File: src/rtl/sbs_pkg.sv
package sbs_pkg;

    typedef enum logic [1:0] {
        ST_IDLE  = 2'd0,
        ST_START = 2'd1,
        ST_DATA  = 2'd2,
        ST_STOP  = 2'd3
    } tx_state_e;

    typedef struct packed {
        tx_state_e state;
        logic      line;
        logic      ready;
    } ctrl_regs_t;

endpackage

File: src/rtl/sbs_baud_timer.sv
// Counts clock cycles inside one bit period; wraps at the period end and
// is forced to zero whenever the controller changes state.
module sbs_baud_timer #(
    parameter int CYCLES = 10,
    parameter int CNT_W  = 4
) (
    input  logic             clk,
    input  logic             rst,
    input  logic             clear,
    output logic             period_done,
    output logic [CNT_W-1:0] count
);

    localparam logic [CNT_W-1:0] LAST = CNT_W'(CYCLES - 1);

    logic [CNT_W-1:0] count_d, count_q;

    always_comb begin
        if (clear || count_q == LAST) begin
            count_d = '0;
        end else begin
            count_d = count_q + 1'b1;
        end
    end

    always_ff @(posedge clk) begin
        if (rst) begin
            count_q <= '0;
        end else begin
            count_q <= count_d;
        end
    end

    assign period_done = (count_q == LAST);
    assign count       = count_q;

endmodule

File: src/rtl/sbs_bit_counter.sv
// Counts finished data bits; advances only on period ends.
module sbs_bit_counter #(
    parameter int BITS  = 8,
    parameter int CNT_W = 3
) (
    input  logic             clk,
    input  logic             rst,
    input  logic             clear,
    input  logic             advance,
    output logic             all_done,
    output logic [CNT_W-1:0] count
);

    localparam logic [CNT_W-1:0] LAST = CNT_W'(BITS - 1);

    logic [CNT_W-1:0] count_d, count_q;

    always_comb begin
        count_d = count_q;
        if (clear) begin
            count_d = '0;
        end else if (advance) begin
            count_d = (count_q == LAST) ? '0 : count_q + 1'b1;
        end
    end

    always_ff @(posedge clk) begin
        if (rst) begin
            count_q <= '0;
        end else begin
            count_q <= count_d;
        end
    end

    assign all_done = advance && (count_q == LAST);
    assign count    = count_q;

endmodule

File: src/rtl/sbs_shift_buf.sv
// Holding register: loaded as {byte, start slot}, shifted right on every
// period end regardless of state, filling with ones. Load has priority.
module sbs_shift_buf #(
    parameter int DATA_BITS = 8
) (
    input  logic                 clk,
    input  logic                 rst,
    input  logic                 load,
    input  logic [DATA_BITS-1:0] load_data,
    input  logic                 shift,
    output logic                 next_lsb
);

    localparam int BUF_W = DATA_BITS + 1;

    logic [BUF_W-1:0] buf_d, buf_q;

    always_comb begin
        buf_d = buf_q;
        if (load) begin
            buf_d = {load_data, 1'b0};
        end else if (shift) begin
            buf_d = {1'b1, buf_q[BUF_W-1:1]};
        end
    end

    always_ff @(posedge clk) begin
        if (rst) begin
            buf_q <= '1;
        end else begin
            buf_q <= buf_d;
        end
    end

    assign next_lsb = buf_d[0];

endmodule

File: src/rtl/serial_byte_sender.sv
module serial_byte_sender #(
    parameter int CLK_HZ    = 50_000_000,
    parameter int BAUD_HZ   = 5_000_000,
    parameter int DATA_BITS = 8
) (
    input  logic                 clk,
    input  logic                 rst,
    input  logic                 in_valid,
    input  logic [DATA_BITS-1:0] in_byte,
    output logic                 in_ready,
    output logic                 tx_line
);
    import sbs_pkg::*;

    localparam int CYCLES_PER_BIT = CLK_HZ / BAUD_HZ;
    localparam int BAUD_W = (CYCLES_PER_BIT > 1) ? $clog2(CYCLES_PER_BIT) : 1;
    localparam int BIT_W  = (DATA_BITS > 1) ? $clog2(DATA_BITS) : 1;

    ctrl_regs_t ctrl_d, ctrl_q;

    logic              accept;
    logic              state_change;
    logic              period_done;
    logic              data_done;
    logic              buf_lsb_next;
    logic [BAUD_W-1:0] baud_count;
    logic [BIT_W-1:0]  bit_count;
    tx_state_e         state_now;

    assign accept       = in_valid && ctrl_q.ready;
    assign state_change = (ctrl_d.state != ctrl_q.state);
    assign state_now    = ctrl_q.state;

    sbs_baud_timer #(
        .CYCLES (CYCLES_PER_BIT),
        .CNT_W  (BAUD_W)
    ) u_timer (
        .clk         (clk),
        .rst         (rst),
        .clear       (state_change),
        .period_done (period_done),
        .count       (baud_count)
    );

    sbs_bit_counter #(
        .BITS  (DATA_BITS),
        .CNT_W (BIT_W)
    ) u_bits (
        .clk      (clk),
        .rst      (rst),
        .clear    (state_change),
        .advance  (period_done),
        .all_done (data_done),
        .count    (bit_count)
    );

    sbs_shift_buf #(
        .DATA_BITS (DATA_BITS)
    ) u_buf (
        .clk       (clk),
        .rst       (rst),
        .load      (accept),
        .load_data (in_byte),
        .shift     (period_done),
        .next_lsb  (buf_lsb_next)
    );

    always_comb begin
        ctrl_d = ctrl_q;
        // next state: hold by default, every state has its exit
        case (ctrl_q.state)
            ST_IDLE:  if (accept)      ctrl_d.state = ST_START;
            ST_START: if (period_done) ctrl_d.state = ST_DATA;
            ST_DATA:  if (data_done)   ctrl_d.state = ST_STOP;
            ST_STOP:  if (period_done) ctrl_d.state = ST_IDLE;
            default:                   ctrl_d.state = ST_IDLE;
        endcase
        // outputs decoded from the state being entered, so they line up
        // with the registered state
        case (ctrl_d.state)
            ST_START: ctrl_d.line = 1'b0;
            ST_DATA:  ctrl_d.line = buf_lsb_next;
            default:  ctrl_d.line = 1'b1;
        endcase
        ctrl_d.ready = (ctrl_d.state == ST_IDLE);
    end

    always_ff @(posedge clk) begin
        if (rst) begin
            ctrl_q.state <= ST_IDLE;
            ctrl_q.line  <= 1'b1;
            ctrl_q.ready <= 1'b1;
        end else begin
            ctrl_q <= ctrl_d;
        end
    end

    assign in_ready = ctrl_q.ready;
    assign tx_line  = ctrl_q.line;

endmodule

File: config.mk
export PLATFORM = sky130hd
export DESIGN_NAME = serial_byte_sender
export DESIGN_NICKNAME = d
export VERILOG_FILES = /design/src/rtl/sbs_pkg.sv /design/src/rtl/sbs_baud_timer.sv /design/src/rtl/sbs_bit_counter.sv /design/src/rtl/sbs_shift_buf.sv /design/src/rtl/serial_byte_sender.sv
export SDC_FILE = /design/constraint.sdc
export NUM_CORES = 1
export LEC_CHECK = 0
export ABC_AREA = 1
export BUFFER_PORTS_ARGS = -buffer_cell sky130_fd_sc_hd__buf_2
export CAP_MARGIN = 20
export CORE_MARGIN = 4
export CORE_UTILIZATION = 50
export CTS_CLUSTER_SIZE = 16
export DETAILED_ROUTE_END_ITERATION = 6
export PLACE_DENSITY_LB_ADDON = 0.1
export SYNTH_ARGS = -nofsm -noshare
export SYNTH_HDL_FRONTEND = slang
export SYNTH_HIERARCHICAL = 1
export SYNTH_SLANG_ARGS = --single-unit
File: constraint.sdc
create_clock -name clk -period 1.77 [get_ports clk]
set_input_delay 0.177 -clock clk [delete_from_list [all_inputs] [get_ports clk]]
set_output_delay 0.177 -clock clk [all_outputs]
set_load 0.02 [all_outputs]
After elaboration in Yosys (flattened, before gate mapping)

Cells that the tools add are included.

Input bits: 11
Word-level logic and storage cells: 34
Bits in registers: 20

Eq/ne operators: 8
Add/subtract/negate cells: 2
Multiplexer cells: 9
Reductions and logical operators: 8

Operator list:

| cell                  | count |
|---|---|
| $mux W9               | 2 |
| $mux W2               | 4 |
| $pmux W2 S4           | 1 |
| $eq A2 B2 Y1 const B  | 3 |
| $add A4 B1 Y4 const B | 1 |
| $eq A2 B1 Y1 const B  | 2 |
| $eq A4 B4 Y1 const B  | 1 |
| $logic_not A2 Y1      | 2 |
| $reduce_or A2 Y1      | 2 |
| $add A3 B1 Y3 const B | 1 |
| $eq A3 B3 Y1 const B  | 1 |
| $mux W3               | 1 |
| $logic_and A1 B1 Y1   | 2 |
| $ne A2 B2 Y1          | 1 |
| $pmux W1 S2           | 1 |
| $reduce_bool A2 Y1    | 1 |
| $logic_or A1 B1 Y1    | 1 |

Logic depth before layout (Yosys ltp)

Gate-level depths: netlist of run 1.

Depth in word-level cells: 7
Depth in mapped cells: 12

By module

The synthesis of run 1 kept the hierarchy.

Modules (own cells, without submodules):

| module             | cells each | area each (um2) | seq. area each (um2) | instances |
|---|---|---|---|---|
| sbs_shift_buf      | 53         | 410.4           | 180.2                | 1 |
| serial_byte_sender | 34         | 211.5           | 80.1                 | 1 |
| sbs_baud_timer     | 22         | 183.9           | 80.1                 | 1 |
| sbs_bit_counter    | 21         | 150.1           | 60.1                 | 1 |

Worst setup path before layout of run 1

OpenSTA, ideal clock, no wires.

Path type: flip-flop to flip-flop
From: register u_timer.count_q[0], in the netlist u_timer/count[0]
To: register u_timer.count_q[0], in the netlist u_timer/count[0]
Setup time: 0.118 ns
Data arrival time: 1.410 ns
Setup slack: 0.242 ns
Clock period less this slack: 1.528 ns
Buffers on the path: 0
Cell stages (with the launch flop): 11
Path through: dfxtp_1 > ha_1 > nand2_2 > inv_1 > nand2_1 > inv_1 > nand3_1 > a31oi_1 > nor2_2 > nand2_2 > nor2_1

Longest elaborated chain between the ends: 7
Elaborated cells between the ends (all ways): 10
Classes of those cells: add/sub: 1; eq/ne: 2; mux: 4; reduce/logical: 3

RTL lines:

| element                    | line                     | source |
|---|---|---|
| from (decl)                | sbs_baud_timer.sv:16     | `logic [CNT_W-1:0] count_d, count_q;` |
| from (signal assigned)     | sbs_baud_timer.sv:30     | `count_q <= count_d;` |
| $eq A4 B4 Y1               | sbs_baud_timer.sv:34     | `assign period_done = (count_q == LAST);` |
| named net period_done      | serial_byte_sender.sv:23 | `logic period_done;` |
| $logic_and A1 B1 Y1        | sbs_bit_counter.sv:35    | `assign all_done = advance && (count_q == LAST);` |
| named net data_done        | serial_byte_sender.sv:24 | `logic data_done;` |
| $mux W2                    | serial_byte_sender.sv:74 | `ST_DATA: if (data_done) ctrl_d.state = ST_STOP;` |
| $pmux W2 S4                | serial_byte_sender.sv:71 | `case (ctrl_q.state)` |
| $ne A2 B2 Y1               | serial_byte_sender.sv:31 | `assign state_change = (ctrl_d.state != ctrl_q.state);` |
| named net state_change     | serial_byte_sender.sv:22 | `logic state_change;` |
| $logic_or A1 B1 Y1         | sbs_baud_timer.sv:19     | `if (clear \|\| count_q == LAST) begin` |
| $reduce_or A2 Y1 (no line) | n/a                      |  |

The timed path passes the listed nets, and every way through them passes these cells.
A chain may end at the register's enable or synchronous reset.

Worst setup path after layout of run 1

From: register u_timer.count_q[0], in the netlist u_timer/count[0]
To: register u_timer.count_q[2], in the netlist u_timer/count[2]

Same word-level chain as after synthesis.

==> impl_metrics.tcl, run 1 <==
set metrics [dict create \
    outcome "finished clean" \
    vias 824 \
    rr_worst_depth 10 \
    period_needed_ns 1.57 \
    grt_pass1_vias 795 \
    cp.arrival_ns 1.77 \
    die_y_um 51.7 \
    dp_hpwl_mm 1.32 \
    post_cts_buffers 0 \
    grt_max_degree 15 \
    root_buffer "clkbuf_4" \
    ctsResizeCount 0 \
    hold_violations 0 \
    setup_ws_ns 0.201 \
    holdWs_ns 0.0810 \
    drive_gt1_frac 0.200 \
    track_usage 0.158 \
    hp-start "in_byte[4]" \
    timing.rr.end "u_timer/count[2]$_SDFF_PP0_" \
    slew_viol_final 0 \
    synth_compound_area_frac 0.0589 \
    globalRouteOverflowTotal 0 \
    num_rows 15 \
    final_cell_mix "29 x nand2_1, 24 x nand3_1, 20 x dfxtp_1" \
    grtUsageMet3 0.0630 \
    fmax_ghz 0.637 \
    die_area_mm2 0.00268 \
    layout.nets 161 \
    syn_area_um2 956 \
    core_area_mm2 0.00176 \
    ys_seq_elements 20 \
    worst_setup_path_end_kind "flip-flop" \
    syn2layout_area_growth_pct 12.8 \
    min_path_cells 3 \
    clk_path_buf_depth 2 \
    fin_skew_ns 0.00842 \
    synth-seq-area-share 0.419 \
    clkTransAtPathRegs_ns 0.12 \
    cts_tree "yes" \
    via_per_inst 4.85 \
    drc 0 \
    start_util 0.542 \
    crit_type "flip-flop to flip-flop" \
    routedWlPerCell_um 9.99 \
    cp-start-kind "flip-flop" \
    io_pins 13 \
    instances_no_fill 170 \
    max-slew-margin-rel 0.820 \
    layout_commonest_cell "nand2_1" \
    synthesis.nets 145 \
    synth_top_family_by_area "simple AND/OR/NAND/NOR gates" \
    min_to "u_buf/buf_q[5]$_SDFFE_PP1P_" \
    insertion_delay_ns 0.31 \
    synthSimpleGateAreaFrac 0.351 \
    setup_viol 0 \
    setup_tns_ns 0 \
    pre_cts_ws_ns 0.179 \
    cts_inserted_buffers 3 \
    first_pass_iters 4 \
    use_met1 0.181 \
    cts_sinks 20 \
    dp_cells 166 \
    synth.distinct_cells 17 \
    synthMuxAreaShare 0 \
    drt_wl_total_mm 1.70 \
    diodes 0 \
    cp.required_ns 1.98 \
    p_leak_uw 0.000544 \
    post-route-period-util 0.887 \
    worst_pin_slew_ns 0.270 \
    avgSynthCellArea_um2 7.35 \
    worst-path-max-fanout 5 \
    antenna_left 0 \
    postLayoutCoreUtil 0.611 \
    synthAdderAreaFrac 0.0524 \
    ctsHoldBuffers 0 \
    pwr_density_cell_mw_per_mm2 844 \
    r2r_slack_ns 0.20 \
    maxCapViolations 0 \
    met2_usage 0.254 \
    r2r-start "u_timer/count[0]$_SDFF_PP0_" \
    htree_levels 1 \
    syn_inst 130 \
    yosys_warnings 6 \
    first_iter_violations 8 \
    synth_xor_area_frac 0.00916 \
    antenna_found_initial 0 \
    grt_setup_unrepaired "false" \
    die_w_um 51.7 \
    gp_congestion 0.852 \
    grt_pass1_wl_mm 3.15 \
    io_buffers 12 \
    hp-class "input pin to flip-flop" \
    peakVddDrop_uv 513 \
    grt-busiest-layer "met2" \
]
-- flip-flops by register name, summed over array words and instances, names as in the netlist --
| register | cells |
|---|---|
| u_buf/buf_q | 9 |
| u_timer/count | 4 |
| u_bits/count | 3 |
| state_now | 2 |
| in_ready | 1 |
| tx_line | 1 |
-- power breakdown --
| part | switching, µW | internal [µW] |
|---|---|---|
| Combinational | 85.4 | 53.8 |
| Sequential | 21.4 | 483 |
| Clock | 142 | 126 |
| Total | 249 | 662 |
-- kinds of logic (layout without fill, tap and decap cells) --
group,Yosys count,count (layout)
buffers and inverters,24,39
and+or+nand+nor,70,70
adders and majority gates,4,4
DFF,20,20
xor gates and xnor gates,1,1
AOI/OAI and AO/OA,11,11
-- cells in the mapped netlist --
master | count | share of area
xnor2_1 | 1 | 0.0092
ha_1 | 4 | 0.052
buf_6 | 2 | 0.024
dfxtp_1 | 20 | 0.42
nand2_2 | 4 | 0.026
nor2_8 | 1 | 0.021
inv_1 | 19 | 0.075
nor2_2 | 2 | 0.013
a21oi_1 | 10 | 0.052
nand4_1 | 2 | 0.013
nor2_1 | 7 | 0.027
nand3_1 | 24 | 0.13
inv_2 | 2 | 0.0079
clkbuf_1 | 1 | 0.0039
a31oi_1 | 1 | 0.0065
nand3_2 | 1 | 0.010
nand2_1 | 29 | 0.11
-- layout make-up --
class                   instances  area, µm²
flip-flops and latches         20        400
clock buffers                   4       36.3
inverters                      21       78.8
repair buffers                 14       75.1
well taps                      25       31.3
fillers                       184        686
multi-input cells              86        457
-- how the worst max path moves through the flow --
stage                                startpoint                          end  depth (start not counted)
floorplan           u_timer/count[0]$_SDFF_PP0_  u_timer/count[0]$_SDFF_PP0_                         10
global route        u_timer/count[0]$_SDFF_PP0_  u_timer/count[3]$_SDFF_PP0_                         10
global placement    u_timer/count[0]$_SDFF_PP0_  u_timer/count[0]$_SDFF_PP0_                         10
CTS                 u_timer/count[0]$_SDFF_PP0_  u_timer/count[2]$_SDFF_PP0_                         10
finish              u_timer/count[0]$_SDFF_PP0_  u_timer/count[2]$_SDFF_PP0_                         10
detailed placement  u_timer/count[0]$_SDFF_PP0_  u_timer/count[0]$_SDFF_PP0_                         10
-- routing by layer --
metal  vias to the layer above  wire length [µm]
met1                       357               801
met5                         -                 0
li1                        443                 -
met4                         0                38
met2                        18               773
met3                         6                84
-- critical path, cell delays in order, from the launching register on --
cell     delay [ns]
dfxtp_1        0.41
ha_1           0.18
nand2_2        0.06
inv_1          0.10
nand2_1        0.06
inv_1          0.06
nand3_1        0.11
a31oi_2        0.25
nor2_2         0.07
nand2_2        0.11
nor2_1         0.04
-- metrics by stage --
stage	cell area (µm²)	power, µW
after floorplan	956	615
after global placement	1040	648
after detailed placement	1040	651
after CTS	1070	920
after global routing	1080	978
final	1080	910
Note: power is estimated with default switching activity, not from simulation.
==> run 2, diff against run 1 <==
- CORE_UTILIZATION: 50 -> 39
==> impl_metrics.tcl, run 2 (synthesized netlist as in run 1, its figures left out) <==
set metrics [dict create \
    antenna_left 0 \
    die_y_um 57.5 \
    top_register "u_buf/buf_q" \
    hold_violations 0 \
    io_pins 13 \
    critical-path-max-stage-delay_ns 0.40 \
    first_iter_violations 25 \
    peakVddDrop_uv 488 \
    die_w_um 57.5 \
    instances_no_fill 173 \
    dp_hpwl_mm 1.32 \
    outcome "finished clean" \
    grt_pass1_wl_mm 2.95 \
    worst_pin_slew_ns 0.235 \
    syn2layout_area_growth_pct 12.6 \
    pwr_density_cell_mw_per_mm2 795 \
    maxCapViolations 0 \
    final_cell_mix "29 x nand2_1, 24 x nand3_1, 20 x dfxtp_1" \
    drc 0 \
    setup_tns_ns 0 \
    htree_levels 1 \
    cts_inserted_buffers 3 \
    clk_path_buf_depth 2 \
    start_util 0.420 \
    cp-start-kind "flip-flop" \
    setup_viol 0 \
    holdWs_ns 0.0878 \
    fmax_ghz 0.646 \
    largest_register_ffs 9 \
    diodes 0 \
    hp-class "input pin to flip-flop" \
    io_buffers 12 \
    num_rows 17 \
    cp.arrival_ns 1.75 \
    gp_congestion 0.852 \
    globalRouteOverflowTotal 0 \
    ctsHoldBuffers 0 \
    clkTransAtPathRegs_ns 0.11 \
    core_area_mm2 0.00228 \
    vias 833 \
    dp_cells 170 \
    worst_setup_path_end_kind "flip-flop" \
    post-route-period-util 0.874 \
    track_usage 0.112 \
    cts_sinks 20 \
    max-slew-margin-rel 0.843 \
    via_per_inst 4.82 \
    antenna_found_initial 0 \
    drt_wl_total_mm 1.70 \
    worst-path-max-fanout 5 \
    worstPathCellList "ha_1 > nand2_2 > inv_1 > nand2_1 > inv_1 > nand3_1 > a31oi_2 > nor2_2 > nand2_2 > nor2_2" \
    postLayoutCoreUtil 0.473 \
    grt_max_degree 15 \
    root_buffer "clkbuf_4" \
    routedWlPerCell_um 9.82 \
    layout_commonest_cell "nand2_1" \
    drive_gt1_frac 0.200 \
    grt_pass1_vias 746 \
    fin_skew_ns 0.00371 \
    die_area_mm2 0.00331 \
    crit_type "flip-flop to flip-flop" \
    layout.nets 162 \
    period_needed_ns 1.55 \
    p_leak_uw 0.000542 \
    grt_setup_unrepaired "false" \
    slew_viol_final 0 \
    cts_tree "yes" \
    slowest_stage "dfxtp_1" \
    insertion_delay_ns 0.29 \
    first_pass_iters 5 \
    cp.required_ns 1.97 \
]
-- run 2: per-stage QoR --
step                total power (µW)  setup slack (ns)  instance area [µm²]
global route                     912            0.0424                 1080
detailed placement               654             0.177                 1050
global placement                 654             0.187                 1050
finish                           855             0.223                 1080
floorplan                        615             0.242                  956
CTS                              869             0.158                 1070
-- run 2: layout make-up --
cell class	count	area (µm²)
fill	229	1200
multi-input combinational	86	457
inverter	21	78.8
clock buffer	3	22.5
tap	28	35.0
sequential	20	400
timing repair buffer	15	82.6
-- run 2: worst paths after layout --
path              cells after the start                         from  slack [ns]                          end
setup / recovery                     10  u_timer/count[0]$_SDFF_PP0_        0.22  u_timer/count[3]$_SDFF_PP0_
hold / removal                        3                   in_byte[4]        0.09  u_buf/buf_q[5]$_SDFFE_PP1P_
setup reg to reg                     10  u_timer/count[0]$_SDFF_PP0_        0.22  u_timer/count[3]$_SDFF_PP0_
hold reg to reg                       2    u_buf/buf_q[0]$_SDFF_PP1_        0.46    u_buf/buf_q[0]$_SDFF_PP1_
-- run 2: metal layers --
layer	wire, µm	up-vias	part of all wire	GRT usage
li1	-	447	-	-
met1	806	363	0.47	0.141
met2	776	21	0.46	0.181
met3	100	2	0.059	0.0407
met4	14	0	0.0082	0.0298
met5	0	-	0	0
-- run 2: timing repair --
action / in CTS / in global routing
buffers inserted: 0 / 0
endpoints found under the setup margin: 0 / 7
gates resized for setup: 0 / 1
-- run 2: power by group --
group / switching [µW] / internal, µW / total, µW
clock network: 132 / 79.2 / 211
registers: 20.0 / 482 / 502
logic: 85.8 / 56.4 / 142
-- run 2: critical path, delay by kind of cell (launching register included) --
| family | cells | cell delay [ns] |
|---|---|---|
| AO/OA/AOI/OAI | 1 | 0.22 |
| adder cells (fa/ha/maj) | 1 | 0.18 |
| flip-flops | 1 | 0.40 |
| AND/OR/NAND/NOR | 6 | 0.47 |
| buffers and inverters | 2 | 0.19 |
